==> config.mk <==
export PLATFORM = sky130hd
export DESIGN_NAME = seqcap_top
export DESIGN_NICKNAME = d
export VERILOG_FILES = /design/src/rtl/seqcap_pkg.sv /design/src/rtl/seqcap_fsm.sv /design/src/rtl/seqcap_counter.sv /design/src/rtl/seqcap_word.sv /design/src/rtl/seqcap_top.sv
export SDC_FILE = /design/constraint.sdc
export NUM_CORES = 1
export LEC_CHECK = 0
export CORE_MARGIN = 4
export CORE_UTILIZATION = 43
export DETAILED_ROUTE_END_ITERATION = 16
export MAX_ROUTING_LAYER = met4
export PLACE_DENSITY = 0.89
export SYNTH_ARGS = -nofsm -noshare
export SYNTH_HDL_FRONTEND = slang
export SYNTH_SLANG_ARGS = --single-unit
==> constraint.sdc <==
create_clock -name clk -period 3 [get_ports clk]
set_input_delay 0.45 -clock clk [delete_from_list [all_inputs] [get_ports clk]]
set_output_delay 0.45 -clock clk [all_outputs]
set_load 0.01 [all_outputs]
==> src/rtl/seqcap_pkg.sv <==
package seqcap_pkg;
  typedef enum logic [1:0] {
    ST_LOAD  = 2'd0,
    ST_OPER  = 2'd1,
    ST_WRITE = 2'd2,
    ST_DONE  = 2'd3
  } seq_state_t;
endpackage

==> src/rtl/seqcap_fsm.sv <==
module seqcap_fsm
  import seqcap_pkg::*;
(
  input  logic       clk,
  input  logic       rst,
  input  logic       word_rd,
  input  logic       word_valid,
  input  logic       last_write,
  output seq_state_t state
);
  seq_state_t state_nx;

  always_comb begin
    state_nx = state;
    unique case (state)
      ST_LOAD:  if (word_rd && !rst) state_nx = ST_OPER;
      ST_OPER:  if (word_rd) state_nx = ST_WRITE;
      ST_WRITE: if (word_rd && word_valid && last_write) state_nx = ST_DONE;
      ST_DONE:  state_nx = ST_DONE;
      default:  state_nx = ST_LOAD;
    endcase
  end

  always_ff @(posedge clk) begin
    if (rst) state <= ST_LOAD;
    else     state <= state_nx;
  end

  a_r1_reset_to_load: assert property (@(posedge clk)
    rst |=> state == ST_LOAD);
  a_r2_load_hold: assert property (@(posedge clk) disable iff (rst)
    (state == ST_LOAD && !word_rd) |=> state == ST_LOAD);
  a_r3_oper_hold: assert property (@(posedge clk) disable iff (rst)
    (state == ST_OPER && !word_rd) |=> state == ST_OPER);
  a_r6_done_terminal: assert property (@(posedge clk) disable iff (rst)
    state == ST_DONE |=> state == ST_DONE);
endmodule

==> src/rtl/seqcap_counter.sv <==
module seqcap_counter #(
  parameter int NUM_WRITES = 1024,
  localparam int CNT_W = $clog2(NUM_WRITES + 1)
) (
  input  logic             clk,
  input  logic             rst,
  input  logic             step,
  output logic [CNT_W-1:0] count
);
  always_ff @(posedge clk) begin
    if (rst)       count <= '0;
    else if (step) count <= count + CNT_W'(1);
  end

  a_r5_step_by_one: assert property (@(posedge clk) disable iff (rst)
    (count == $past(count)) || (count == $past(count) + CNT_W'(1)));
  a_r7_count_bound: assert property (@(posedge clk) disable iff (rst)
    count <= CNT_W'(NUM_WRITES));
endmodule

==> src/rtl/seqcap_word.sv <==
module seqcap_word
  import seqcap_pkg::*;
#(
  parameter int WORD_W = 32,
  parameter int OPC_W  = 4,
  parameter int ADDR_W = 24,
  parameter int BURST_LEN = 8,
  parameter logic [OPC_W-1:0]  OP_LOAD_AREG = OPC_W'('h3),
  parameter logic [OPC_W-1:0]  OP_WRITE     = OPC_W'('h9),
  parameter logic [OPC_W-1:0]  OP_STALL     = OPC_W'('hF),
  parameter logic [ADDR_W-1:0] START_ADDR   = ADDR_W'('h01_0000)
) (
  input  seq_state_t        state,
  input  logic              sensor_valid,
  output logic [WORD_W-1:0] instr_word,
  output logic              ctrl_bit,
  output logic              word_valid
);
  localparam int OPD_W = WORD_W - OPC_W;
  localparam logic [WORD_W-1:0] W_LOAD  = {OP_LOAD_AREG, {OPD_W{1'b0}}};
  localparam logic [WORD_W-1:0] W_OPER  = {{(WORD_W-ADDR_W){1'b0}}, START_ADDR};
  localparam logic [WORD_W-1:0] W_WRITE = {OP_WRITE, OPD_W'(BURST_LEN)};
  localparam logic [WORD_W-1:0] W_STALL = {OP_STALL, {OPD_W{1'b0}}};

  always_comb begin
    unique case (state)
      ST_LOAD:  begin instr_word = W_LOAD;  ctrl_bit = 1'b1; word_valid = 1'b1; end
      ST_OPER:  begin instr_word = W_OPER;  ctrl_bit = 1'b0; word_valid = 1'b1; end
      ST_WRITE: begin instr_word = W_WRITE; ctrl_bit = 1'b1; word_valid = sensor_valid; end
      default:  begin instr_word = W_STALL; ctrl_bit = 1'b0; word_valid = 1'b0; end
    endcase
  end
endmodule

==> src/rtl/seqcap_top.sv <==
module seqcap_top
  import seqcap_pkg::*;
#(
  parameter int WORD_W = 32,
  parameter int OPC_W  = 4,
  parameter int ADDR_W = 24,
  parameter int BURST_LEN = 8,
  parameter int NUM_WRITES = 1024,
  parameter logic [OPC_W-1:0]  OP_LOAD_AREG = OPC_W'('h3),
  parameter logic [OPC_W-1:0]  OP_WRITE     = OPC_W'('h9),
  parameter logic [OPC_W-1:0]  OP_STALL     = OPC_W'('hF),
  parameter logic [ADDR_W-1:0] START_ADDR   = ADDR_W'('h01_0000)
) (
  input  logic              clk,
  input  logic              rst,
  input  logic              word_rd,
  input  logic              sensor_valid,
  output logic [WORD_W-1:0] instr_word,
  output logic              ctrl_bit,
  output logic              word_valid
);
  localparam int CNT_W = $clog2(NUM_WRITES + 1);

  seq_state_t       state;
  logic [CNT_W-1:0] count;
  logic             step;
  logic             last_write;

  assign step       = (state == ST_WRITE) && word_rd && word_valid;
  assign last_write = (count == CNT_W'(NUM_WRITES - 1));

  seqcap_fsm u_fsm (
    .clk(clk), .rst(rst), .word_rd(word_rd), .word_valid(word_valid),
    .last_write(last_write), .state(state)
  );

  seqcap_counter #(.NUM_WRITES(NUM_WRITES)) u_cnt (
    .clk(clk), .rst(rst), .step(step), .count(count)
  );

  seqcap_word #(
    .WORD_W(WORD_W), .OPC_W(OPC_W), .ADDR_W(ADDR_W), .BURST_LEN(BURST_LEN),
    .OP_LOAD_AREG(OP_LOAD_AREG), .OP_WRITE(OP_WRITE), .OP_STALL(OP_STALL),
    .START_ADDR(START_ADDR)
  ) u_word (
    .state(state), .sensor_valid(sensor_valid), .instr_word(instr_word),
    .ctrl_bit(ctrl_bit), .word_valid(word_valid)
  );

  a_r4_valid_follows_sensor: assert property (@(posedge clk) disable iff (rst)
    state == ST_WRITE |-> word_valid == sensor_valid);
  a_r6_done_at_limit: assert property (@(posedge clk) disable iff (rst)
    (state == ST_DONE) == (count == CNT_W'(NUM_WRITES)));
  a_r6_done_quiet: assert property (@(posedge clk) disable iff (rst)
    state == ST_DONE |-> !word_valid && !ctrl_bit);
  a_r5_no_count_outside_write: assert property (@(posedge clk) disable iff (rst)
    state != ST_WRITE |=> count == $past(count));
endmodule

==> results of run 1 <==
power groups by stage:
stage	combinational, mW	sequential [mW]	clock, mW
2_1_floorplan	0.258	0.208	0
3_3_place_gp	0.371	0.213	0
3_5_place_dp	0.381	0.214	0
4_1_cts	0.381	0.210	0.117
5_1_grt	0.422	0.214	0.122
6_report	0.381	0.211	0.112
flip-flops by register name, indices dropped and copies added (netlist names):
name / count
u_cnt.count: 11
u_fsm.state: 2
cell usage in the layout, fill, tap and decap left out, types with 2 or more instances in the layout:
master / count
a211oi_1: 4
a21oi_1: 6
a311oi_1: 2
a31o_2: 2
clkbuf_4: 3
clkdlybuf4s50_1: 11
conb_1: 26
dfxtp_1: 13
ha_1: 8
inv_1: 6
nand2_1: 5
nand2b_1: 3
nand4_1: 2
nor2_1: 9
nor2b_1: 2
nor3_1: 2
nor4_1: 2
o21ai_0: 4
o31ai_1: 2
or2_2: 2
or3_2: 2
or4_1: 2
xnor2_1: 2
xor2_1: 2
worst min-delay path: stages (launching register included):
cell     delay [ps]
dfxtp_1         320
o31ai_1          70
a21oi_1          60
stage by stage:
step | instances | area [um^2]
floorplan | 145 | 1094
global placement | 155 | 1031
detailed placement | 155 | 1031
CTS | 159 | 1057
global route | 159 | 1057
finish | 159 | 1057
layout make-up:
type	instances	area [um^2]	share of cell area [%]
Tap cell	28	35.03	3.314
Inverter	6	22.52	2.130
Timing Repair Buffer	12	117.6	11.12
Multi-Input combinational cell	96	595.6	56.33
Sequential cell	13	260.3	24.62
Clock buffer	4	26.28	2.485
kinds of logic after synthesis:
logic type,after synthesis,synth area share [%]
other,1,0.3751
AO/OA/AOI/OAI,21,13.89
adder cells (fa/ha/maj),8,10.01
flip-flops,13,26.03
multiplexers,1,1.126
AND/OR/NAND/NOR,36,21.28
buffers and inverters,36,23.78
XOR/XNOR,4,3.505
path summary, 6_finish.rpt:
check,startpoint,to,slack (ps)
min reg2reg,u_cnt.count[10],u_cnt.count[10],490
max,u_fsm.state[0],word_valid,450
max reg2reg,u_fsm.state[0],u_cnt.count[10],660
min,u_cnt.count[10],u_cnt.count[10],490
metal layers:
| layer | vias to the layer above | part of all wire [%] | global-route usage [%] |
|---|---|---|---|
| met1 | 354 | 43 | 14.09 |
| met2 | 28 | 48 | 18.03 |
| li1 | 384 | - | - |
| met3 | 6 | 7.9 | 4.176 |
| met5 | - | 0 | - |
| met4 | 0 | 1.2 | 3.051 |
==> results.cfg, run 1 <==
[pwr]
clockPowerShare_pct = 15.9
design_power_total_uw = 702.9
total_leakage_power_nw = 0.4427
p_int_uw = 429.2
power.share.switching_pct = 38.95
power.share.combinational_pct = 54.1
seq_power_share_pct = 30.0
total_switching_power_uw = 273.8
power.density_mw_per_mm2 = 664.9
max-vdd-ir-drop_mv = 0.4728

[sta]
final.min_clock_period_ps = 2546
fin_tns_setup_ps = 0
layout_worst_path_cycle_share_pct = 84.88
rsz0062_at_grt = no
post-route-worst-setup-slack_ps = 453.6
hold_ws_ps = 490.9
setup_viol_count_final = 0
skew_ps = 6.981
tightestPinTransition_ps = 617.1
pins_over_their_slew_limit = 0
timing.slew.headroom_pct = 58.73
hold_vio_cnt_final = 0
clock.fmax_mhz = 392.7

[cells_and_area]
final_nets = 144
drive_gt1_share_pct = 9.160
area.growth.synth_to_final_pct = 5.757
final_core_util_pct = 47.79
antenna-diode-count = 0
filler_cell_count = 218

[setup_path]
critPathRequiredTime_ps = 2550
slowest_stage = clkdlybuf4s50_1
crit_end_element = output pin
arrival_ps = 2100
crit_path_max_incr_delay_ps = 500
worst-path-buf-inv = 2
crit_family = buffers and inverters
setup.worst_path.class = reg -> out
reg2regPathDepth = 6
worst_setup_path_start_kind = register
path_cells = inv_1 -> ha_1 -> a211oi_1 -> nor2_1 -> clkdlybuf4s50_1
cp_max_fo = 6
critical_path_depth = 5

[route]
route.detailed.vias_per_inst = 4.855
detailroute.via_count = 772
dr.first_iter.drc_count = 26
dr_pass1_iterations = 4
drcViolationCount = 0
ant_nets = 0
detail_route.wl_per_cell_um = 10.97
postRouteWirelength_um = 1745

[grt]
gr-usage-all-layers_pct = 11.56
overflow = 0
via_count_of_the_first_global_routing_pass = 660
maximum_number_of_pins_on_one_net_before_global_route_repair = 19
grt_first_pass_wirelength_um = 2849
grt_antenna_before_repair = 0

[clock_network]
cts_setup_buffers = 0
cts_root_buffer = clkbuf_4
clock-sinks = 13
tritoncts = done
cts_repair_resize_count = 0
clk_path_buf_depth = 2
cts_buffers = 3
ctsHtreeMaxLevel = 1
clk_pin_slew_worst_paths_ps = 80
clkLatencyLatePin_ps = 280
cts_hold_buf = 0

[synthesis]
ys_top_cells_by_area = dfxtp_1, buf_4, ha_1
postSynthRegisterBits = 13
syn_avg_cell_area_um2 = 8.331
post-synth-top-count-cell = buf_4
synth_top_flop_cell = dfxtp_1
async_reset_ff_share_pct = 0
mappedNetlistArea_um2 = 999.7
ys_warn_count = 0
synth.cells.most_frequent = buf_4, dfxtp_1, nor2_1, ha_1
synthesis.instances = 120
synth.top_cell.area_share_pct = 26.03
synth-edff-count = 0
synth.yosys.seq_area_share_pct = 26.03
post_synth_num_cell_types = 33
synth_largest_area_cell = dfxtp_1

[placement]
port_buffers = 11
place_worst_setup_slack_ps = 518.2
place.detailed.hpwl_um = 1359
gpl.final_weighted_congestion = 0.7595

[job]
max_cap_violations = 0

[floorplanning]
initial_core_util_pct = 45.19
die_width_um = 56.22
die_h_um = 56.22
pin_count = 38
placement_rows = 17
fp.dieArea_mm2 = 0.003160
core_area_mm2 = 0.002212

[worst_hold_path]
min_delay_path_depth = 2
hp-class = reg -> reg

[outcome]
run_status = finished, final reports clean
(Power assumes the default switching activity.)
==> run 2: changes to the inputs <==
Settings changed: CORE_UTILIZATION 43 to 39, PLACE_DENSITY 0.89 to 0.86.
Clock period 3 ns to 2.3 ns, I/O delays scaled along.
==> run 2 against run 1 <==
  * Utilization fell by 2.5 points
  * Cell area rose by 5.2%
  * Clock power rose by 29%
  * Critical path depth did not move
  * Wire length rose by 6.9%
  * Cell count rose by 4.4%
  * Setup slack got worse by 340 ps
==> results.cfg, run 2 (synthesis results as in run 1) <==
[placement]
post-place-cells = 162
port_buffers = 11
place.detailed.hpwl_um = 1481
gpl.final_weighted_congestion = 0.7613

[cells_and_area]
drive_gt1_share_pct = 16.91
finalNonFillerCells = 166
antenna-diode-count = 0
largest_reg_flops = 11
most_frequent_standard_cell_in_the_layout_excluding_fill_and_tap_cells = conb_1
mostFrequentLayoutCells = conb_1, clkdlybuf4s50_1, dfxtp_1
filler_cell_count = 248
regMostFlops = u_cnt.count
area.growth.synth_to_final_pct = 11.26
final_core_util_pct = 45.31
final_nets = 149
largestRegisters = u_cnt.count: 11 flops, u_fsm.state: 2 flops

[sta]
skew_ps = 4.405
rsz0062_at_grt = no
fin_tns_setup_ps = 0
layout_worst_path_cycle_share_pct = 95.22
hold_ws_ps = 514.8
hold_vio_cnt_final = 0
pins_over_their_slew_limit = 0
setup_viol_count_final = 0
clock.fmax_mhz = 456.6
final.min_clock_period_ps = 2190

[setup_path]
arrival_ps = 1850
crit_end_element = output pin
regToRegEndpoint = u_cnt.count[10]
critPathRequiredTime_ps = 1960
reg2regPathDepth = 6
cp_max_fo = 6
reg2reg_setup_slack_ps = 140
setup.worst_path.class = reg -> out
reg_to_reg_critical_path_startpoint = u_fsm.state[0]
worst_setup_path_start_kind = register

[pwr]
power.density_mw_per_mm2 = 855.5
max-vdd-ir-drop_mv = 0.5212
total_switching_power_uw = 363.8
power.share.combinational_pct = 55.7
clockPowerShare_pct = 15.1
seq_power_share_pct = 29.2
total_leakage_power_nw = 0.4636
p_int_uw = 587.7
power.share.switching_pct = 38.23

[route]
dr_pass1_iterations = 4
postRouteWirelength_um = 1865
route.detailed.vias_per_inst = 4.886
drcViolationCount = 0
detailroute.via_count = 811
ant_nets = 0
detail_route.wl_per_cell_um = 11.23
dr.first_iter.drc_count = 13

[worst_hold_path]
hp-class = reg -> reg
min_delay_path_depth = 2
holdPathEnd = u_cnt.count[8]
timing.hold.worst.start = u_cnt.count[8]

[clock_network]
clk_pin_slew_worst_paths_ps = 80
cts_root_buffer = clkbuf_4
cts_buffers = 3
ctsHtreeMaxLevel = 1
clkLatencyLatePin_ps = 280
clk_path_buf_depth = 2
tritoncts = done
clock-sinks = 13
cts_setup_buffers = 0

[floorplanning]
core_area_mm2 = 0.002455
die_h_um = 58.63
fp.dieArea_mm2 = 0.003437
pin_count = 38
placement_rows = 18
initial_core_util_pct = 40.72
die_width_um = 58.63

[grt]
grt_antenna_before_repair = 0
gr-usage-all-layers_pct = 11.83
grt_first_pass_wirelength_um = 3036
maximum_number_of_pins_on_one_net_before_global_route_repair = 15
overflow = 0
via_count_of_the_first_global_routing_pass = 726

[job]
max_cap_violations = 0

[outcome]
run_status = finished, final reports clean
-- run 2: changes by cell type in the layout (fill, tap and decap cells not counted), sizes merged --
cell  before  now
buf        1    6
-- run 2: power groups by stage --
stage | Combinational (mW) | Clock (mW) | Sequential, mW
2_1_floorplan | 0.337 | 0 | 0.271
3_3_place_gp | 0.504 | 0 | 0.276
3_5_place_dp | 0.514 | 0 | 0.279
4_1_cts | 0.529 | 0.153 | 0.275
5_1_grt | 0.586 | 0.160 | 0.282
6_report | 0.530 | 0.144 | 0.277
-- run 2: worst max-delay path, cell delays in order, from the launching register on --
cell and delay (ps):
dfxtp_2 380, inv_1 110, ha_2 250, a211oi_2 270
nor2_1 70, clkdlybuf4s50_1 480
-- run 2: metrics by stage --
step,area [um^2],worst slack (ps),power (mW)
2_1_floorplan,1094,172.0,0.6082
3_3_place_gp,1071,54.91,0.7798
3_5_place_dp,1071,9.226,0.7933
4_1_cts,1106,9.679,0.9576
5_1_grt,1112,17.39,1.028
6_report,1112,109.8,0.9516
-- run 2: worst max-delay path by stage --
| stage | from | end | slack, ps |
|---|---|---|---|
| 6_report | u_fsm.state[0] | word_valid | 110 |
| 5_1_grt | u_fsm.state[0] | word_valid | 20 |
| 4_1_cts | u_fsm.state[1] | word_valid | 10 |
| 3_5_place_dp | word_rd | u_cnt.count[10] | 9 |
| 3_3_place_gp | word_rd | u_cnt.count[10] | 50 |
| 2_1_floorplan | u_fsm.state[1] | u_cnt.count[10] | 170 |
-- run 2: cell type report --
type / count / area [um^2] / share of cell area [%]
multi-input cells: 96 / 608.1 / 54.67
well taps: 30 / 37.54 / 3.375
flip-flops and latches: 13 / 262.8 / 23.62
repair buffers: 17 / 155.1 / 13.95
clock buffers: 4 / 26.28 / 2.362
inverters: 6 / 22.52 / 2.025
-- run 2: metal layers --
layer	wire (um)	global-route usage [%]	vias to the layer above	part of all wire, %
li1	-	-	393	-
met1	727	11.65	379	39
met2	955	20.41	33	51
met3	146	4.386	6	7.8
met4	36	5.825	0	1.9
met5	0	-	-	0
-- run 2: timing repair --
action | 4_1_cts | 5_1_grt
hold buffers | 0 | 0
gates cloned | 0 | 0
pin swaps | 0 | 1
resized for setup | 3 | 3
setup endpoints to repair | 3 | 3
==> run 3: changes to the inputs <==
Settings changed: CAP_MARGIN set to 40, CORE_UTILIZATION 39 to 25, PLACE_DENSITY 0.86 to 0.61.
Clock period 2.3 ns to 2.15 ns, I/O delays scaled along.
==> run 3 against run 2 <==
  * Via count down 3.5%
  * Utilization down 13 points
  * Clock skew down 2.0 ps
  * Setup slack better by 3.2 ps
  * Sequential power up 8.3%
  * Die area up 48%
  * Cell count up 14%
  * Non-clock buffer count up 5
  * Critical path type is now reg -> reg
==> results.cfg, run 3 (synthesis results as in run 1) <==
[pwr]
total_leakage_power_nw = 0.5034
design_power_total_mw = 1.127
max-vdd-ir-drop_mv = 0.2555
power.density_mw_per_mm2 = 937.4

[clock_network]
clk_pin_slew_worst_paths_ps = 50
cts_root_buffer = clkbuf_8
clk_path_buf_depth = 2
cts_hold_buf = 0
tritoncts = done
clock-sinks = 13
ctsHtreeMaxLevel = 1
cts_buffers = 3
cts_setup_buffers = 0
clkLatencyLatePin_ps = 240

[setup_path]
arrival_ps = 2210
reg2regPathDepth = 6
worstSetupStartpoint = u_fsm.state[0]
setup.worst_path.class = reg -> reg
regToRegEndpoint = u_cnt.count[10]
critPathRequiredTime_ps = 2320
crit_end_element = register
worst_setup_path_start_kind = register
reg_to_reg_critical_path_startpoint = u_fsm.state[0]
reg2reg_setup_slack_ps = 110
cp_max_fo = 6

[route]
met2_length_um = 824
route.detailed.vias_per_inst = 4.143
met3_length_um = 153
detail_route.wl_per_cell_um = 9.407
postRouteWirelength_um = 1778
ant_nets = 0
top_layer = met4
detailroute.via_count = 783
drcViolationCount = 0
m1WireLength_um = 764
dr.first_iter.drc_count = 74
dr_pass1_iterations = 4

[floorplanning]
initial_core_util_pct = 26.51
die_h_um = 71.24
fp.dieArea_mm2 = 0.005074
placement_rows = 22
die_width_um = 71.24
pin_count = 38
core_area_mm2 = 0.003771

[grt]
via_count_of_the_first_global_routing_pass = 651
overflow = 0
grt_antenna_before_repair = 0
maximum_number_of_pins_on_one_net_before_global_route_repair = 15
grt_first_pass_wirelength_um = 2842
gr-usage-all-layers_pct = 7.307

[cells_and_area]
final_design_area_no_fill_mm2 = 0.001202
largestRegisters = u_cnt.count: 11 flops, u_fsm.state: 2 flops
largest_reg_flops = 11
most_frequent_standard_cell_in_the_layout_excluding_fill_and_tap_cells = conb_1
final_core_util_pct = 31.88
regMostFlops = u_cnt.count
final_nets = 154
area.growth.synth_to_final_pct = 20.28
finalNonFillerCells = 189
drive_gt1_share_pct = 21.99
antenna-diode-count = 0
mostFrequentLayoutCells = conb_1, buf_4, dfxtp_1

[sta]
hold_vio_cnt_final = 0
skew_ps = 2.376
hold_ws_ps = 487.5
layout_worst_path_cycle_share_pct = 94.74
final.min_clock_period_ps = 2037
rsz0062_at_grt = no
post-route-worst-setup-slack_ps = 113.1
clock.fmax_mhz = 490.9
fin_tns_setup_ps = 0
pins_over_their_slew_limit = 0
setup_viol_count_final = 0

[placement]
place.detailed.hpwl_um = 1476
gpl.final_weighted_congestion = 0.7558
port_buffers = 11
postPlaceCellArea_mm2 = 0.001131
post-place-cells = 185
place_worst_setup_slack_ps = -104.8

[outcome]
run_status = finished, final reports clean

[worst_hold_path]
timing.hold.worst.start = u_cnt.count[10]
hp-class = reg -> reg
holdPathEnd = u_cnt.count[10]
min_delay_path_depth = 2

[job]
max_cap_violations = 0
==> run 3: changes by cell type in the layout (fill, tap and decap cells not counted), sizes merged <==
cell,delta
buf,+5
dlygate4sd2,+2
clkdlybuf4s50,-2
==> run 3: where the power goes <==
part | leakage (nW) | internal, mW | switching, mW
clock network | 0.0228 | 0.131 | 0.0835
logic | 0.375 | 0.324 | 0.289
registers | 0.106 | 0.267 | 0.0327
==> run 3: layout make-up <==
type	instances	area (um^2)
fill	397	2569
timing repair buffer	22	190.2
multi-input combinational	96	621.8
tap	48	60.06
sequential	13	262.8
clock buffer	4	45.04
inverter	6	22.52
==> run 3: layer usage <==
layer	global-route usage, %	vias to the layer above
met5	-	-
met4	3.758	0
met3	2.945	5
met2	10.82	27
met1	8.467	346
li1	-	405
==> run 3: repair_timing <==
item / CTS / global route
endpoints found under the hold margin: 0 / 0
gates cloned: 0 / 0
endpoints found under the setup margin: 4 / 4
gates resized for setup: 7 / 5
==> run 3: worst max-delay path by stage <==
stage	to	slack, ps	cells after the start
after floorplan	u_cnt.count[10]	20	7
after global placement	u_cnt.count[10]	-60	5
after detailed placement	u_cnt.count[10]	-100	5
after CTS	u_cnt.count[10]	6	6
after global routing	u_cnt.count[10]	6	6
final	u_cnt.count[10]	110	6
==> run 3: critical path: stages, from the launching register on <==
cell      delay [ps]
dfxtp_2          340
inv_2            110
ha_2             250
nand3b_4          90
or4b_4           550
or4_1            480
a21oi_1          150
